## config.mk

```make
export PLATFORM = sky130hd
export DESIGN_NAME = msp_translator
export DESIGN_NICKNAME = d
export VERILOG_FILES = /design/src/rtl/msp_pkg.sv /design/src/rtl/msp_edge_sync.sv /design/src/rtl/msp_position.sv /design/src/rtl/msp_translator.sv
export SDC_FILE = /design/constraint.sdc
export NUM_CORES = 1
export LEC_CHECK = 0
export ABC_AREA = 1
export CELL_PAD_IN_SITES_DETAIL_PLACEMENT = 1
export CELL_PAD_IN_SITES_GLOBAL_PLACEMENT = 1
export CORE_MARGIN = 2
export CORE_UTILIZATION = 30
export DETAILED_ROUTE_END_ITERATION = 7
export GPL_TIMING_DRIVEN = 0
export PLACE_DENSITY_LB_ADDON = 0.12
export SKIP_LAST_GASP = 1
export SLEW_MARGIN = 20
export SYNTH_ARGS = -nofsm -noshare
export SYNTH_HDL_FRONTEND = slang
export SYNTH_SLANG_ARGS = --single-unit
```

## constraint.sdc

```tcl
create_clock -name clk -period 4.6 [get_ports clk]
set_input_delay 0.69 -clock clk [delete_from_list [all_inputs] [get_ports clk]]
set_output_delay 0.69 -clock clk [all_outputs]
set_load 0.02 [all_outputs]
```

## src/rtl/msp_pkg.sv

```systemverilog
package msp_pkg;

    localparam int POS_W   = 7;
    localparam int COIL_W  = 11;
    localparam int MAG_W   = 10;
    localparam int QUARTER = 1 << (POS_W - 2);

    typedef logic [POS_W-1:0]         pos_t;
    typedef logic signed [COIL_W-1:0] coil_t;
    typedef logic [MAG_W-1:0]         mag_t;

    typedef enum logic [2:0] {
        MODE_32    = 3'd0,
        MODE_16    = 3'd1,
        MODE_8     = 3'd2,
        MODE_4     = 3'd3,
        MODE_HALF  = 3'd4,
        MODE_HALFQ = 3'd5,
        MODE_FULL  = 3'd6,
        MODE_RSVD  = 3'd7
    } step_mode_e;

    typedef struct packed {
        coil_t x;
        coil_t y;
    } coil_pair_t;

    localparam coil_t FULL_POS = coil_t'(1000);
    localparam coil_t FULL_NEG = -coil_t'(1000);

    function automatic pos_t step_size(step_mode_e m);
        case (m)
            MODE_16:    return pos_t'(2);
            MODE_8:     return pos_t'(4);
            MODE_4:     return pos_t'(8);
            MODE_HALF:  return pos_t'(16);
            MODE_HALFQ: return pos_t'(16);
            MODE_FULL:  return pos_t'(32);
            default:    return pos_t'(1);
        endcase
    endfunction

    function automatic logic is_square(step_mode_e m);
        return (m == MODE_HALFQ) || (m == MODE_FULL);
    endfunction

    // Quarter-wave magnitude, tenths of a percent, index 0..32.
    function automatic mag_t quarter_mag(logic [5:0] k);
        case (k)
            6'd0:  return mag_t'(0);
            6'd1:  return mag_t'(35);
            6'd2:  return mag_t'(81);
            6'd3:  return mag_t'(127);
            6'd4:  return mag_t'(174);
            6'd5:  return mag_t'(221);
            6'd6:  return mag_t'(267);
            6'd7:  return mag_t'(314);
            6'd8:  return mag_t'(349);
            6'd9:  return mag_t'(383);
            6'd10: return mag_t'(430);
            6'd11: return mag_t'(465);
            6'd12: return mag_t'(500);
            6'd13: return mag_t'(546);
            6'd14: return mag_t'(581);
            6'd15: return mag_t'(616);
            6'd16: return mag_t'(651);
            6'd17: return mag_t'(686);
            6'd18: return mag_t'(721);
            6'd19: return mag_t'(755);
            6'd20: return mag_t'(790);
            6'd21: return mag_t'(826);
            6'd22: return mag_t'(849);
            6'd23: return mag_t'(872);
            6'd24: return mag_t'(895);
            6'd25: return mag_t'(918);
            6'd26: return mag_t'(930);
            6'd27: return mag_t'(941);
            6'd28: return mag_t'(953);
            6'd29: return mag_t'(965);
            6'd30: return mag_t'(977);
            6'd31: return mag_t'(988);
            default: return mag_t'(1000);
        endcase
    endfunction

    function automatic coil_t circ_value(pos_t p);
        logic [5:0] idx;
        mag_t       mag;
        idx = p[POS_W-2] ? (6'(QUARTER) - {1'b0, p[POS_W-3:0]}) : {1'b0, p[POS_W-3:0]};
        mag = quarter_mag(idx);
        return p[POS_W-1] ? -coil_t'({1'b0, mag}) : coil_t'({1'b0, mag});
    endfunction

    function automatic coil_t square_value(pos_t p);
        if (p[POS_W-2:0] == '0) return '0;
        return p[POS_W-1] ? FULL_NEG : FULL_POS;
    endfunction

    function automatic coil_pair_t coil_targets(pos_t p, step_mode_e m);
        coil_pair_t r;
        pos_t       py;
        py = p + pos_t'(QUARTER);
        if (is_square(m)) begin
            r.x = square_value(p);
            r.y = square_value(py);
        end else begin
            r.x = circ_value(p);
            r.y = circ_value(py);
        end
        return r;
    endfunction

endpackage

```

## src/rtl/msp_edge_sync.sv

```systemverilog
module msp_edge_sync
    import msp_pkg::*;
#(
    parameter int SYNC_STAGES = 2
) (
    input  logic clk,
    input  logic rst,
    input  logic step_raw,
    input  logic dir_raw,
    input  logic dir_invert,
    input  logic fall_sel,
    output logic fire,
    output logic dir_fwd
);
    localparam int LAST = SYNC_STAGES - 1;

    logic [LAST:0] step_sh;
    logic [LAST:0] dir_sh;
    logic          step_prev;

    generate
        if (SYNC_STAGES == 1) begin : g_single
            always_ff @(posedge clk) begin
                if (rst) begin
                    step_sh <= '0;
                    dir_sh  <= '0;
                end else begin
                    step_sh <= step_raw;
                    dir_sh  <= dir_raw;
                end
            end
        end else begin : g_chain
            always_ff @(posedge clk) begin
                if (rst) begin
                    step_sh <= '0;
                    dir_sh  <= '0;
                end else begin
                    step_sh <= {step_sh[LAST-1:0], step_raw};
                    dir_sh  <= {dir_sh[LAST-1:0], dir_raw};
                end
            end
        end
    endgenerate

    always_ff @(posedge clk) begin
        if (rst) step_prev <= 1'b0;
        else     step_prev <= step_sh[LAST];
    end

    logic rise_seen, fall_seen;
    always_comb begin
        rise_seen = step_sh[LAST] & ~step_prev;
        fall_seen = ~step_sh[LAST] & step_prev;
        fire      = fall_sel ? fall_seen : rise_seen;
        dir_fwd   = dir_sh[LAST] ^ dir_invert;
    end

    // one qualified edge yields a single-cycle pulse under steady polarity
    p_single_fire_r1: assert property (@(posedge clk) disable iff (rst)
        fire |=> (!fire || (fall_sel != $past(fall_sel))));

endmodule

```

## src/rtl/msp_position.sv

```systemverilog
module msp_position
    import msp_pkg::*;
(
    input  logic       clk,
    input  logic       rst,
    input  logic       fire,
    input  logic       dir_fwd,
    input  step_mode_e mode_req,
    output pos_t       pos,
    output step_mode_e mode_act
);
    pos_t size_new, size_cur, base, nxt;

    always_comb begin
        size_new = step_size(mode_req);
        size_cur = step_size(mode_act);
        base     = pos;
        if (size_new < size_cur)
            base = (pos + (size_new >> 1)) & ~(size_new - pos_t'(1));
        nxt = dir_fwd ? (base + size_new) : (base - size_new);
    end

    always_ff @(posedge clk) begin
        if (rst) begin
            pos      <= '0;
            mode_act <= MODE_32;
        end else if (fire) begin
            pos      <= nxt;
            mode_act <= mode_req;
        end
    end

    // nothing moves between qualified edges
    p_hold_between_r5: assert property (@(posedge clk) disable iff (rst)
        !fire |=> ($stable(pos) && $stable(mode_act)));

    // every qualified edge changes the position
    p_edge_moves_r6: assert property (@(posedge clk) disable iff (rst)
        fire |=> (pos != $past(pos)));

    // a finer resolution always lands on its own grid
    p_snap_grid_r7: assert property (@(posedge clk) disable iff (rst)
        (fire && (step_size(mode_req) < step_size(mode_act)))
        |=> ((pos & (step_size(mode_act) - pos_t'(1))) == '0));

endmodule

```

## src/rtl/msp_translator.sv

```systemverilog
module msp_translator
    import msp_pkg::*;
#(
    parameter int SYNC_STAGES = 2
) (
    input  logic                     clk,
    input  logic                     rst,
    input  logic                     step_pin,
    input  logic                     dir_pin,
    input  logic                     dir_invert,
    input  logic                     step_fall,
    input  logic [2:0]               mode_sel,
    input  logic                     drive_en,
    output logic [POS_W-1:0]         position,
    output logic signed [COIL_W-1:0] coil_x,
    output logic signed [COIL_W-1:0] coil_y
);
    logic       fire, dir_fwd;
    pos_t       pos;
    step_mode_e mode_act;
    coil_pair_t tgt;

    msp_edge_sync #(.SYNC_STAGES(SYNC_STAGES)) u_sync (
        .clk        (clk),
        .rst        (rst),
        .step_raw   (step_pin),
        .dir_raw    (dir_pin),
        .dir_invert (dir_invert),
        .fall_sel   (step_fall),
        .fire       (fire),
        .dir_fwd    (dir_fwd)
    );

    msp_position u_pos (
        .clk      (clk),
        .rst      (rst),
        .fire     (fire),
        .dir_fwd  (dir_fwd),
        .mode_req (step_mode_e'(mode_sel)),
        .pos      (pos),
        .mode_act (mode_act)
    );

    always_comb begin
        tgt      = coil_targets(pos, mode_act);
        position = pos;
        coil_x   = drive_en ? tgt.x : '0;
        coil_y   = drive_en ? tgt.y : '0;
    end

    // square modes drive only 0 or full scale, never both coils at zero
    p_square_levels_r4: assert property (@(posedge clk) disable iff (rst)
        (drive_en && is_square(mode_act)) |->
        ((coil_x == '0 || coil_x == FULL_POS || coil_x == FULL_NEG) &&
         (coil_y == '0 || coil_y == FULL_POS || coil_y == FULL_NEG) &&
         !(coil_x == '0 && coil_y == '0)));

endmodule

```

-- After elaboration in Yosys (flattened, before gate mapping)
Memories as Yosys holds them, arrays and structs flattened.
Index checks and enable logic that the tools add are counted.
- muxes and demuxes: 26
- reductions and logical operators: 5
- order comparisons: 1
- $add $sub $neg: 9
- bitwise operators: 7
- equal/unequal tests: 12
- operators with widths (kind ; number):
    2-to-1 mux 11 bit ; 10
    case mux 6 bit (5 select lines) ; 2
    2-to-1 mux 10 bit ; 4
    2-to-1 mux 22 bit ; 1
    negator 10 -> 11 bit ; 2
    == test 3 bit, second input constant ; 6
    2-to-1 mux 7 bit ; 2
    == test 3 x 2 -> 1 bit, second input constant ; 4
    zero test 6 bit ; 2
    2-to-1 mux 6 bit ; 2
    subtractor 6 x 5 -> 6 bit, first input constant ; 2
    adder 7 x 5 -> 7 bit ; 1
    adder 7 x 6 -> 7 bit ; 1
    adder 7 x 6 -> 7 bit, second input constant ; 1
    AND 7 bit ; 1
    inverter 7 bit ; 1
    subtractor 6 x 1 -> 7 bit, second input constant ; 1
    subtractor 7 x 6 -> 7 bit ; 1
    == test 3 x 1 -> 1 bit, second input constant ; 2
    less-than comparator 6 bit ; 1
    2-to-1 mux 1 bit ; 5
    OR reduction 2 bit ; 2
    AND 1 bit ; 2
    inverter 1 bit ; 2
    2 further kinds ; 2
- register bits after elaboration: 15
- memories: 2
- word-level logic and storage cells: 67
- output and inout bits: 29
- memory bits (read-only): 640
- memory list (name ; words ; bits a word ; read ports ; clocked after memory_dff ; write ports ; line ; RTL):
    (name not given) ; 32 ; 10 ; 1 ; 0 ; 0 ; msp_pkg.sv:49 ; case (k)
    (name not given) ; 32 ; 10 ; 1 ; 0 ; 0 ; msp_pkg.sv:49 ;

-- Depth between registers and ports, before layout
Gate-level depths: netlist (run 1).
An unclocked memory read counts as a cell.
- depth in word-level cells: 10
- depth in mapped cells: 23
- gate-level depth less buffers: 23

-- Modules after synthesis
Synthesis (run 1) repeated with hierarchy kept, for this count alone.
- cell total of the unflattened synthesis: 681
- area, all modules: 3550.9 um2
- by module, submodules not included (module ; area each (um2) ; cells an instance ; instances):
    msp_translator ; 2229.6 ; 479 ; 1
    msp_position ; 1153.6 ; 181 ; 1
    msp_edge_sync ; 167.7 ; 21 ; 1

-- Worst setup path after synthesis (run 1)
Ideal clock, no wire load.
- path type: reg2out
- from: reg u_pos.pos[0]
- to: out coil_y[4]
- buffers on the path: 0
- arrival: 3.382 ns
- setup slack: 0.528 ns
- cell stages (with the launch flop): 18
- cells stage by stage: dfxtp_1 > inv_2 > ha_1 > inv_1 > o21ai_1 > inv_1 > ha_1 > nand3_1 > nand2_1 > nand2_1 > nand2_1 > nand2_1 > nand3_2 > ha_1 > or2_2 > nand2_1 > nand2_1 > a31oi_1
- word-level cells in the longest chain between the ends: 10
- elaborated cells between the ends (all ways): 15
- ends and longest elaborated chain (item ; line ; RTL):
    from (decl) ; msp_position.sv:9 ; output pos_t pos,
    from (signal assigned) ; msp_position.sv:28 ; pos <= nxt;
    adder 7 x 6 -> 7 bit * ; msp_pkg.sv:102 ; py = p + pos_t'(QUARTER);
    subtractor 6 x 5 -> 6 bit ; msp_pkg.sv:89 ; idx = p[POS_W-2] ? (6'(QUARTER) - {1'b0, p[POS_W-3:0]}) : {1'b0, p[POS_W-3:0]};
    2-to-1 mux 6 bit ; msp_pkg.sv:89 ;
    memory read (32 x 10 bit) ; - ;
    2-to-1 mux 10 bit ; msp_pkg.sv:49 ;
    2-to-1 mux 10 bit ; msp_pkg.sv:103 ; if (is_square(m)) begin
    negator 10 -> 11 bit ; msp_pkg.sv:91 ; return p[POS_W-1] ? -coil_t'({1'b0, mag}) : coil_t'({1'b0, mag});
    2-to-1 mux 11 bit ; msp_pkg.sv:91 ;
    2-to-1 mux 22 bit * ; msp_pkg.sv:103 ;
    2-to-1 mux 11 bit * ; msp_translator.sv:48 ; coil_y = drive_en ? tgt.y : '0;
    to (decl) ; msp_translator.sv:16 ; output logic signed [COIL_W-1:0] coil_y
Every way passes the cells marked *; elsewhere a longest branch is shown, timed or not. The select of a mux whose other input is x is not followed.

-- Worst setup path after layout (run 1)
- from: reg u_pos.pos[1]
- to: out coil_x[8]
- word-level cells in the longest chain between the ends: 9
- elaborated cells between the ends (all ways): 13
- ends and longest elaborated chain (item ; line ; RTL):
    subtractor 6 x 5 -> 6 bit ; msp_pkg.sv:89 ;
    2-to-1 mux 6 bit ; msp_pkg.sv:89 ;
    memory read (32 x 10 bit) ; - ;
    2-to-1 mux 10 bit ; msp_pkg.sv:49 ;
    2-to-1 mux 10 bit ; msp_pkg.sv:103 ;
    negator 10 -> 11 bit ; msp_pkg.sv:91 ;
    2-to-1 mux 11 bit ; msp_pkg.sv:91 ;
    2-to-1 mux 22 bit * ; msp_pkg.sv:103 ;
    2-to-1 mux 11 bit * ; msp_translator.sv:47 ; coil_x = drive_en ? tgt.x : '0;
    to (decl) ; msp_translator.sv:15 ; output logic signed [COIL_W-1:0] coil_x,
Marked as above.

==> impl_metrics.csv, run 1 <==
group,metric,value,unit
timing,period_share,95.93,%
flow_run,maxCapViolCount,0,
synthesis,ys_seq_elements,15,
synthesis,postSynthAreaPerCell,5.237,sq um
global_route,grt_pass1_vias,4284,
status,status,"finished clean",
route,drt_iter0_markers,187,
floorplanning,fp.dieArea,12360,sq um
clock_network,clock_sinks,15,
global_route,gr-total-overflow,0,
route,via_count,4294,
pwr,vdd_drop_max,0.1709,mV
clock_network,cts_tree,"done",
synthesis,synth_nets,699,
global_route,top_usage_layer,"met2",
critical_path,cp_max_fo,9,
floorplanning,io_pins,39,
synthesis,ys_seq_area_share,8.715,%
timing,finalHoldViolCount,0,
critical_path,cp.required,3.91,ns
critical_path,critPathLaunchType,"register",
global_route,grtUsageTotal,19.57,%
finish,stdcell_count,848,
finish,layout_commonest_cell,"nand2_1",
clock_network,clock_latency,0.25,ns
timing,fin_crit,4.413,ns
synthesis,synthMuxAreaShare,0,%
synthesis,synth-compound-area-share,13.76,%
clock_network,cts_max_path_buffers,2,
global_route,antenna_found_initial,0,
floorplanning,initial_utilization,30.44,%
synthesis,post_synth_instance_area,3446,sq um
synthesis,synth-simple-area-share,51.23,%
pwr,leakage,2.344,nW
global_route,grt_max_degree,17,
route,drtPass1Iterations,5,
route,routedWlPerCell,14.49,um
synthesis,ys_warn_count,0,
clock_network,path_clk_slew,0.05,ns
route,routed_wl,12.29,mm
pwr,p_per_area,251.6,nW/um^2
synthesis,synthAdderAreaFrac,11.69,%
clock_network,root_buffer,"clkbuf_16",
timing,maxSlewHeadroom,54.04,%
critical_path,critPathCaptureType,"primary output",
finish,drive_above_1_share,8.511,%
critical_path,crit_type,"reg2out",
synthesis,synthCells,658,
timing,tightest_slew,0.6869,ns
synthesis,synth_cell_types,35,
timing,drv_slew,0,
timing,setup_viol,0,
timing,fmaxAchievable,226.6,MHz
synthesis,synth-xor-area-share,2.542,%
finish,nFillCells,1607,
route,drt-vias-per-instance,5.064,
placed_design,portBuffers,38,
worst_hold_path,worstHoldPathType,"reg2reg",
finish,area_growth,21.68,%
finish,postLayoutCoreUtil,37.04,%
global_route,met3_usage,1.039,%
floorplanning,num_rows,39,
timing,fin_skew,0.002070,ns
timing,setup_tns,0,ns
floorplanning,coreArea,11320,sq um
placed_design,hpwl,9.929,mm
global_route,grt_pass1_wl,20.47,mm
route,drtAntennaViolNets,0,
floorplanning,fp.dieW,111.2,um
placed_design,numPlacedInstances,839,
clock_network,htreeDepth,1,
finish,diodes,0,
global_route,met2_usage,34.96,%
floorplanning,die_y,111.2,um
synthesis,synth_top_family_by_area,"simple AND/OR/NAND/NOR gates",
placed_design,gp_congestion,0.8976,
route,remaining_drc_errors,0,
critical_path,worstPathArrival,3.72,ns
global_route,met1_usage,25.81,%
finish,final_cell_mix,"nand2_1, nand3_1, inv_1",
timing,rsz0062_at_grt,"yes",
clock_network,cts_buffers,3,
finish,nets,747,
[worst max-delay path, stage by stage, from the launching register on]
cell	delay (ns)
dfxtp_2	0.41
inv_1	0.14
ha_1	0.32
nand2_1	0.09
o21ai_4	0.16
inv_2	0.11
ha_1	0.31
inv_1	0.06
nand3_1	0.09
nand2_1	0.08
nand2_1	0.05
nand3_1	0.10
nand3_2	0.14
ha_1	0.25
nand2_1	0.08
nor2_2	0.05
nand2_1	0.11
nand3_1	0.08
nand3_1	0.11
nand2_1	0.05
inv_1	0.06
clkdlybuf4s50_1	0.59
[registers in the layout (all words and copies together) (netlist names)]
register          count
u_sync.step_prev      1
u_pos.pos             7
u_sync.step_sh        2
u_pos.mode_act        3
u_sync.dir_sh         2
[cells in the mapped netlist, drive strengths merged]
cell type	instances	area, sq um
nand2	240	928.4
nand3	98	525.5
inv	88	330.3
nor2	67	266.5
o21ai	42	210.2
a21oi	29	148.9
ha	29	362.9
dfxtp	15	300.3
buf	10	66.31
xor2	8	70.07
o211ai	5	37.54
clkbuf	4	15.01
nor3	4	20.02
a31oi	3	18.77
o21bai	3	26.27
fa	2	40.04
or2	2	12.51
xnor2	2	17.52
a211oi	1	7.510
clkinv	1	3.750
nand4	1	6.260
o2111ai	1	8.760
o21a	1	7.510
o41ai	1	8.760
or3	1	6.260
[cell type report]
cell class	count	area (sq um)	area share, %
Clock inverter	1	5.005	0.1194
Sequential cell	15	305.3	7.281
Multi-Input combinational cell	540	2780	66.31
Inverter	89	336.6	8.027
Tap cell	143	178.9	4.267
Timing Repair Buffer	43	430.4	10.27
Buffer	14	81.33	1.940
Clock buffer	3	75.07	1.791
[path summary, 6_finish.rpt]
kind,startpoint,to,slack [ns],cells past startpoint
max,u_pos.pos[1],coil_x[8],0.19,21
min,u_sync.step_sh[0],u_sync.step_sh[1],0.40,2
max reg2reg,u_pos.mode_act[2],u_pos.pos[6],1.11,21
min reg2reg,u_sync.step_sh[0],u_sync.step_sh[1],0.40,2
[cells by family after synthesis]
family,count (synthesis)
compound gates,86
xor+xnor,10
fa+ha+maj,31
buf+inv,103
flops,15
simple gates,413
[per-layer routing]
layer,vias up,routed length [um]
met5,-,0
met4,0,222
met3,14,294
met2,72,5817
met1,2002,5954
li1,2206,-
[stage by stage]
| stage | hold WS [ns] | power (mW) | instance area (sq um) | worst slack (ns) |
|---|---|---|---|---|
| CTS | 0.4092 | 1.048 | 4118 | 0.008264 |
| detailed placement | 0.4022 | 0.8685 | 4005 | -0.7243 |
| global route | 0.4240 | 1.160 | 4193 | -0.08154 |
| global placement | 0.3903 | 0.8499 | 4005 | -0.5901 |
| floorplan | 0.3883 | 0.6512 | 3446 | 0.5279 |
| finish | 0.4043 | 1.055 | 4193 | 0.1873 |
[report_power, final]
| part | switching (mW) | internal [mW] |
|---|---|---|
| clock | 0.0592 | 0.116 |
| combinational | 0.477 | 0.257 |
| sequential | 0.00797 | 0.136 |
| total | 0.544 | 0.510 |
[what timing repair did]
action,CTS,global route
buffers inserted,1,4
pin swaps,0,2
setup endpoints to repair,23,15
gates resized for setup,10,16
hold buffers,0,0
No activity file was read; power rests on OpenSTA's default activity.
==> run 2, diff against run 1 <==
--- a/config.mk
+++ b/config.mk
@@ -9,12 +9,11 @@
 export CELL_PAD_IN_SITES_DETAIL_PLACEMENT = 1
 export CELL_PAD_IN_SITES_GLOBAL_PLACEMENT = 1
 export CORE_MARGIN = 2
-export CORE_UTILIZATION = 30
+export CORE_UTILIZATION = 42
 export DETAILED_ROUTE_END_ITERATION = 7
 export GPL_TIMING_DRIVEN = 0
 export PLACE_DENSITY_LB_ADDON = 0.12
 export SKIP_LAST_GASP = 1
-export SLEW_MARGIN = 20
 export SYNTH_ARGS = -nofsm -noshare
 export SYNTH_HDL_FRONTEND = slang
 export SYNTH_SLANG_ARGS = --single-unit
==> constraint.sdc (replaced) <==
create_clock -name clk -period 5.4 [get_ports clk]
set_input_delay 0.81 -clock clk [delete_from_list [all_inputs] [get_ports clk]]
set_output_delay 0.81 -clock clk [all_outputs]
set_load 0.02 [all_outputs]
==> impl_metrics.csv, run 2 (synthesis gave the netlist of run 1 again) <==
group,metric,value,unit
timing,layout_setup_ws,0.3307,ns
floorplanning,fp.dieW,94.58,um
clock_network,clock_sinks,15,
finish,postLayoutCoreUtil,49.58,%
pwr,clkPwrFrac,11.7,%
critical_path,cp_common_cell,"nand2_1",
global_route,grt_max_degree,17,
critical_path,cp_max_fo,16,
timing,drv_slew,0,
clock_network,htreeDepth,1,
pwr,internal_power,0.3838,mW
finish,postLayoutCellArea,4013,sq um
floorplanning,initial_utilization,42.58,%
finish,max_flop_register,"u_pos.pos",
clock_network,cts_tree,"done",
finish,drive_above_1_share,6.714,%
timing,fmaxAchievable,197.3,MHz
worst_hold_path,worstHoldPathType,"reg2reg",
clock_network,path_clk_slew,0.07,ns
critical_path,critPathLaunchType,"register",
timing,fin_skew,0.003916,ns
finish,area_growth,16.45,%
critical_path,r2r_cells,21,
pwr,leakage,2.193,nW
timing,tightest_slew,0.7431,ns
pwr,vdd_drop_max,0.1351,mV
status,status,"finished clean",
flow_run,maxCapViolCount,0,
clock_network,cts_buffers,3,
placed_design,gp_congestion,0.9241,
floorplanning,fp.dieArea,8944,sq um
critical_path,crit_type,"reg2out",
floorplanning,io_pins,39,
placed_design,hpwl,9.616,mm
critical_path,cp.required,4.59,ns
pwr,p_comb_share,73.5,%
pwr,seqPwrFrac,14.8,%
timing,rsz0062_at_grt,"yes",
global_route,gr-total-overflow,0,
critical_path,slowest_stage,"clkdlybuf4s50_1",
global_route,grt_pass1_vias,4311,
critical_path,worstPathCellList,"inv_2 > ha_1 > inv_1 > o21ai_2 > inv_1 > ha_1 > nand3_1 > nand2_1 > nand2_1 > nand2_1 > nand2_1 > nand3_2 > ha_1 > nand2_1 > nor2_1 > nand2_1 > nand2_1 > nand2_1 > nand3_1 > nand2_1 > inv_1 > clkdlybuf4s50_1",
route,drt-vias-per-instance,5.391,
critical_path,worstPathArrival,4.26,ns
critical_path,r2r_slack,1.65,ns
route,drtAntennaViolNets,0,
global_route,grt_pass1_wl,20.02,mm
pwr,p_switching,0.4557,mW
pwr,p_per_area,209.2,nW/um^2
route,remaining_drc_errors,0,
clock_network,cts_max_path_buffers,2,
worst_hold_path,hold_depth,2,
route,via_count,4340,
floorplanning,die_y,94.58,um
finish,largest_reg_flops,7,
route,drt_iter0_markers,209,
critical_path,critPathCaptureType,"primary output",
route,drtPass1Iterations,4,
route,routedWlPerCell,14.62,um
global_route,antenna_found_initial,0,
finish,layout_commonest_cell,"nand2_1",
critical_path,slowest_delay,0.59,ns
timing,maxSlewHeadroom,50.08,%
placed_design,placed_cell_area,3958,sq um
finish,nets,742,
finish,diodes,0,
pwr,switching_share,54.28,%
placed_design,dp_slack,0.1190,ns
finish,final_cell_mix,"nand2_1, nand3_1, inv_1",
clock_network,clock_latency,0.26,ns
timing,setup_viol,0,
timing,fin_crit,5.069,ns
placed_design,portBuffers,38,
finish,reg_top3,"u_pos.pos (7), u_pos.mode_act (3)",
floorplanning,num_rows,33,
global_route,grtUsageTotal,27.25,%
route,routed_wl,11.77,mm
clock_network,root_buffer,"clkbuf_8",
floorplanning,coreArea,8093,sq um
timing,finalHoldViolCount,0,
timing,period_share,93.88,%
-- run 2: repair_timing --
item	4_1_cts	5_1_grt
buffers inserted	0	0
resized for setup	1	2
endpoints found under the setup margin	9	18
hold buffers	0	0
pin swaps	0	0
endpoints found under the hold margin	0	0
-- run 2: metal layers --
layer  track usage, %  share of wire (%)
met5                0                  0
met4            5.797               0.97
met3           0.8779                3.1
met2            51.61                 51
met1            34.20                 45
-- run 2: area by class of cell --
| cell class | instances | area (sq um) |
|---|---|---|
| flip-flops and latches | 15 | 301.5 |
| inverters | 89 | 334.1 |
| repair buffers | 38 | 380.4 |
| plain buffers | 14 | 81.33 |
| fillers | 1211 | 4080 |
| well taps | 105 | 131.4 |
| clock buffers | 3 | 41.29 |
| multi-input cells | 540 | 2738 |
| clock inverters | 1 | 5.005 |
-- run 2: through the flow --
stage	TNS [ns]	hold WS (ns)	instances	total power, mW
floorplan	0	0.3883	658	0.5547
global placement	0	0.3913	801	0.7136
detailed placement	0	0.4120	801	0.7384
CTS	0	0.4227	805	0.8398
global route	-0.01460	0.4250	805	0.9241
finish	0	0.4171	805	0.8395
-- run 2: final timing paths --
path,endpoint,start
setup / recovery,coil_y[8],u_pos.pos[0]
hold reg to reg,u_sync.step_sh[1],u_sync.step_sh[0]
hold / removal,u_sync.step_sh[1],u_sync.step_sh[0]
setup reg to reg,u_pos.pos[6],u_pos.mode_act[2]
-- run 2: power groups by stage --
stage | Sequential [mW] | Clock [mW] | Combinational, mW
global placement | 0.126 | 0 | 0.587
detailed placement | 0.127 | 0 | 0.612
CTS | 0.124 | 0.100 | 0.615
global route | 0.125 | 0.104 | 0.695
finish | 0.124 | 0.0978 | 0.617
floorplan | 0.127 | 0 | 0.428
-- run 2: critical path, delay by kind of cell (launching register included) --
| family | cells | cell delay [ns] |
|---|---|---|
| adder cells (fa/ha/maj) | 3 | 0.90 |
| flip-flops | 1 | 0.54 |
| AND/OR/NAND/NOR | 13 | 1.12 |
| buffers and inverters | 5 | 1.12 |
| AO/OA/AOI/OAI | 1 | 0.31 |
==> run 3, diff against run 2 <==
--- a/config.mk
+++ b/config.mk
@@ -8,7 +8,6 @@
 export ABC_AREA = 1
 export CELL_PAD_IN_SITES_DETAIL_PLACEMENT = 1
 export CELL_PAD_IN_SITES_GLOBAL_PLACEMENT = 1
-export CORE_MARGIN = 2
 export CORE_UTILIZATION = 42
 export DETAILED_ROUTE_END_ITERATION = 7
 export GPL_TIMING_DRIVEN = 0
==> impl_metrics.csv, run 3 (synthesis gave the netlist of run 1 again) <==
group,metric,value,unit
status,status,"finished clean",
timing,finalHoldViolCount,0,
critical_path,cp.required,4.59,ns
pwr,leakage,2.191,nW
timing,fin_crit,5.144,ns
critical_path,slowest_delay,0.62,ns
critical_path,cp_common_cell,"nand2_1",
route,highest_layer,"met4",
route,via_count,4381,
finish,postLayoutCellArea,4008,sq um
clock_network,cts_tree,"done",
timing,fmaxAchievable,194.4,MHz
global_route,grt_pass1_wl,20.81,mm
finish,postLayoutCoreUtil,51.07,%
timing,period_share,95.26,%
route,wl_met1,5.685,mm
route,drt_iter0_markers,133,
clock_network,clock_latency,0.26,ns
finish,final_cell_mix,"nand2_1, nand3_1, inv_1",
critical_path,worstPathCellList,"inv_2 > ha_1 > inv_1 > o21ai_2 > inv_1 > ha_1 > nand3_1 > nand2_1 > nand2_1 > nand2_1 > nand2_1 > nand3_2 > ha_1 > or2_2 > nand2_1 > nand2_1 > a31oi_1 > clkdlybuf4s50_1",
route,routedWlPerCell,15.07,um
global_route,grtUsageTotal,29.62,%
critical_path,crit_type,"reg2out",
clock_network,clock_sinks,15,
floorplanning,die_y,92.58,um
clock_network,htreeDepth,1,
route,drtAntennaViolNets,0,
timing,drv_slew,0,
pwr,vdd_drop_max,0.1908,mV
floorplanning,initial_utilization,43.91,%
clock_network,root_buffer,"clkbuf_8",
worst_hold_path,worstHoldPathType,"reg2reg",
finish,drive_above_1_share,6.571,%
critical_path,slowest_stage,"clkdlybuf4s50_1",
timing,tightest_slew,0.7194,ns
route,dr_wl_met3,309,um
placed_design,portBuffers,38,
finish,nets,742,
placed_design,dp_slack,-0.04090,ns
floorplanning,fp.dieW,92.58,um
placed_design,gp_congestion,0.9050,
placed_design,placed_cell_area,3954,sq um
critical_path,critPathLaunchType,"register",
flow_run,maxCapViolCount,0,
critical_path,cp_max_fo,16,
pwr,p_per_area,208.8,nW/um^2
timing,layout_setup_ws,0.2561,ns
critical_path,worstPathArrival,4.33,ns
global_route,antenna_found_initial,0,
global_route,grt_max_degree,17,
finish,max_flop_register,"u_pos.pos",
global_route,gr-total-overflow,0,
finish,layout_commonest_cell,"nand2_1",
route,drtPass1Iterations,4,
placed_design,numPlacedInstances,798,
finish,stdcell_count,802,
clock_network,path_clk_slew,0.06,ns
finish,diodes,0,
timing,maxSlewHeadroom,51.67,%
timing,rsz0062_at_grt,"no",
route,met2WireLength,5.940,mm
route,drt-vias-per-instance,5.463,
finish,largest_reg_flops,7,
floorplanning,coreArea,7848,sq um
route,remaining_drc_errors,0,
timing,setup_viol,0,
floorplanning,io_pins,39,
route,routed_wl,12.09,mm
finish,nFillCells,1216,
critical_path,critPathCaptureType,"primary output",
timing,fin_skew,0.008838,ns
finish,area_growth,16.30,%
clock_network,cts_buffers,3,
finish,reg_top3,"u_pos.pos (7), u_pos.mode_act (3)",
placed_design,hpwl,9.612,mm
floorplanning,num_rows,32,
floorplanning,fp.dieArea,8570,sq um
clock_network,cts_max_path_buffers,2,
global_route,grt_pass1_vias,4483,
[run 3: changes by cell type in the layout (fill, tap and decap cells not counted), sizes merged]
cell,delta
clkinv,-1
clkbuf,+1
[run 3: worst max-delay path, delay by kind of cell (launching register included)]
| family | cells | cell delay [ns] |
|---|---|---|
| and+or+nand+nor | 9 | 0.92 |
| DFF | 1 | 0.58 |
| AOI/OAI and AO/OA | 2 | 0.46 |
| adders and majority gates | 3 | 0.96 |
| buffers and inverters | 4 | 1.15 |
[run 3: path summary, 6_finish.rpt]
path	start	to	slack, ns	depth (start not counted)
worst max-delay path	u_pos.pos[0]	coil_y[4]	0.26	18
worst min-delay path	u_sync.dir_sh[0]	u_sync.dir_sh[1]	0.41	2
worst max register to register	u_pos.mode_act[2]	u_pos.pos[6]	1.45	21
worst min register to register	u_sync.dir_sh[0]	u_sync.dir_sh[1]	0.41	2
[run 3: repair_timing]
item | 4_1_cts | 5_1_grt
gates resized for setup | 1 | 2
setup buffers | 0 | 0
hold buffers | 0 | 0
setup endpoints to repair | 19 | 15
[run 3: layout make-up]
| type | count | area (sq um) | share of cell area [%] |
|---|---|---|---|
| sequential | 15 | 301.5 | 7.524 |
| timing repair buffer | 38 | 380.4 | 9.491 |
| tap | 102 | 127.6 | 3.185 |
| multi-input combinational | 540 | 2738 | 68.31 |
| clock buffer | 4 | 45.04 | 1.124 |
| inverter | 89 | 334.1 | 8.336 |
| buffer | 14 | 81.33 | 2.029 |
[run 3: stage by stage]
stage               hold slack, ns  power (mW)  TNS [ns]
floorplan                   0.3883      0.5547         0
global route                0.4380      0.9153         0
finish                      0.4108      0.8368         0
global placement            0.3969      0.7131         0
detailed placement          0.4084      0.7368  -0.07287
CTS                         0.4177      0.8356         0
[run 3: report_power, final]
part	total [mW]	leakage [nW]	internal [mW]	switching, mW
clock	0.0951	0.0228	0.0524	0.0426
combinational	0.616	2.04	0.215	0.401
sequential	0.126	0.123	0.116	0.00927
total	0.837	2.19	0.384	0.453
[run 3: routing by layer]
layer / up-vias / global-route usage, %
li1: 2201 / -
met1: 2089 / 37.56
met2: 74 / 54.75
met3: 17 / 1.724
met4: 0 / 5.990
met5: - / 0
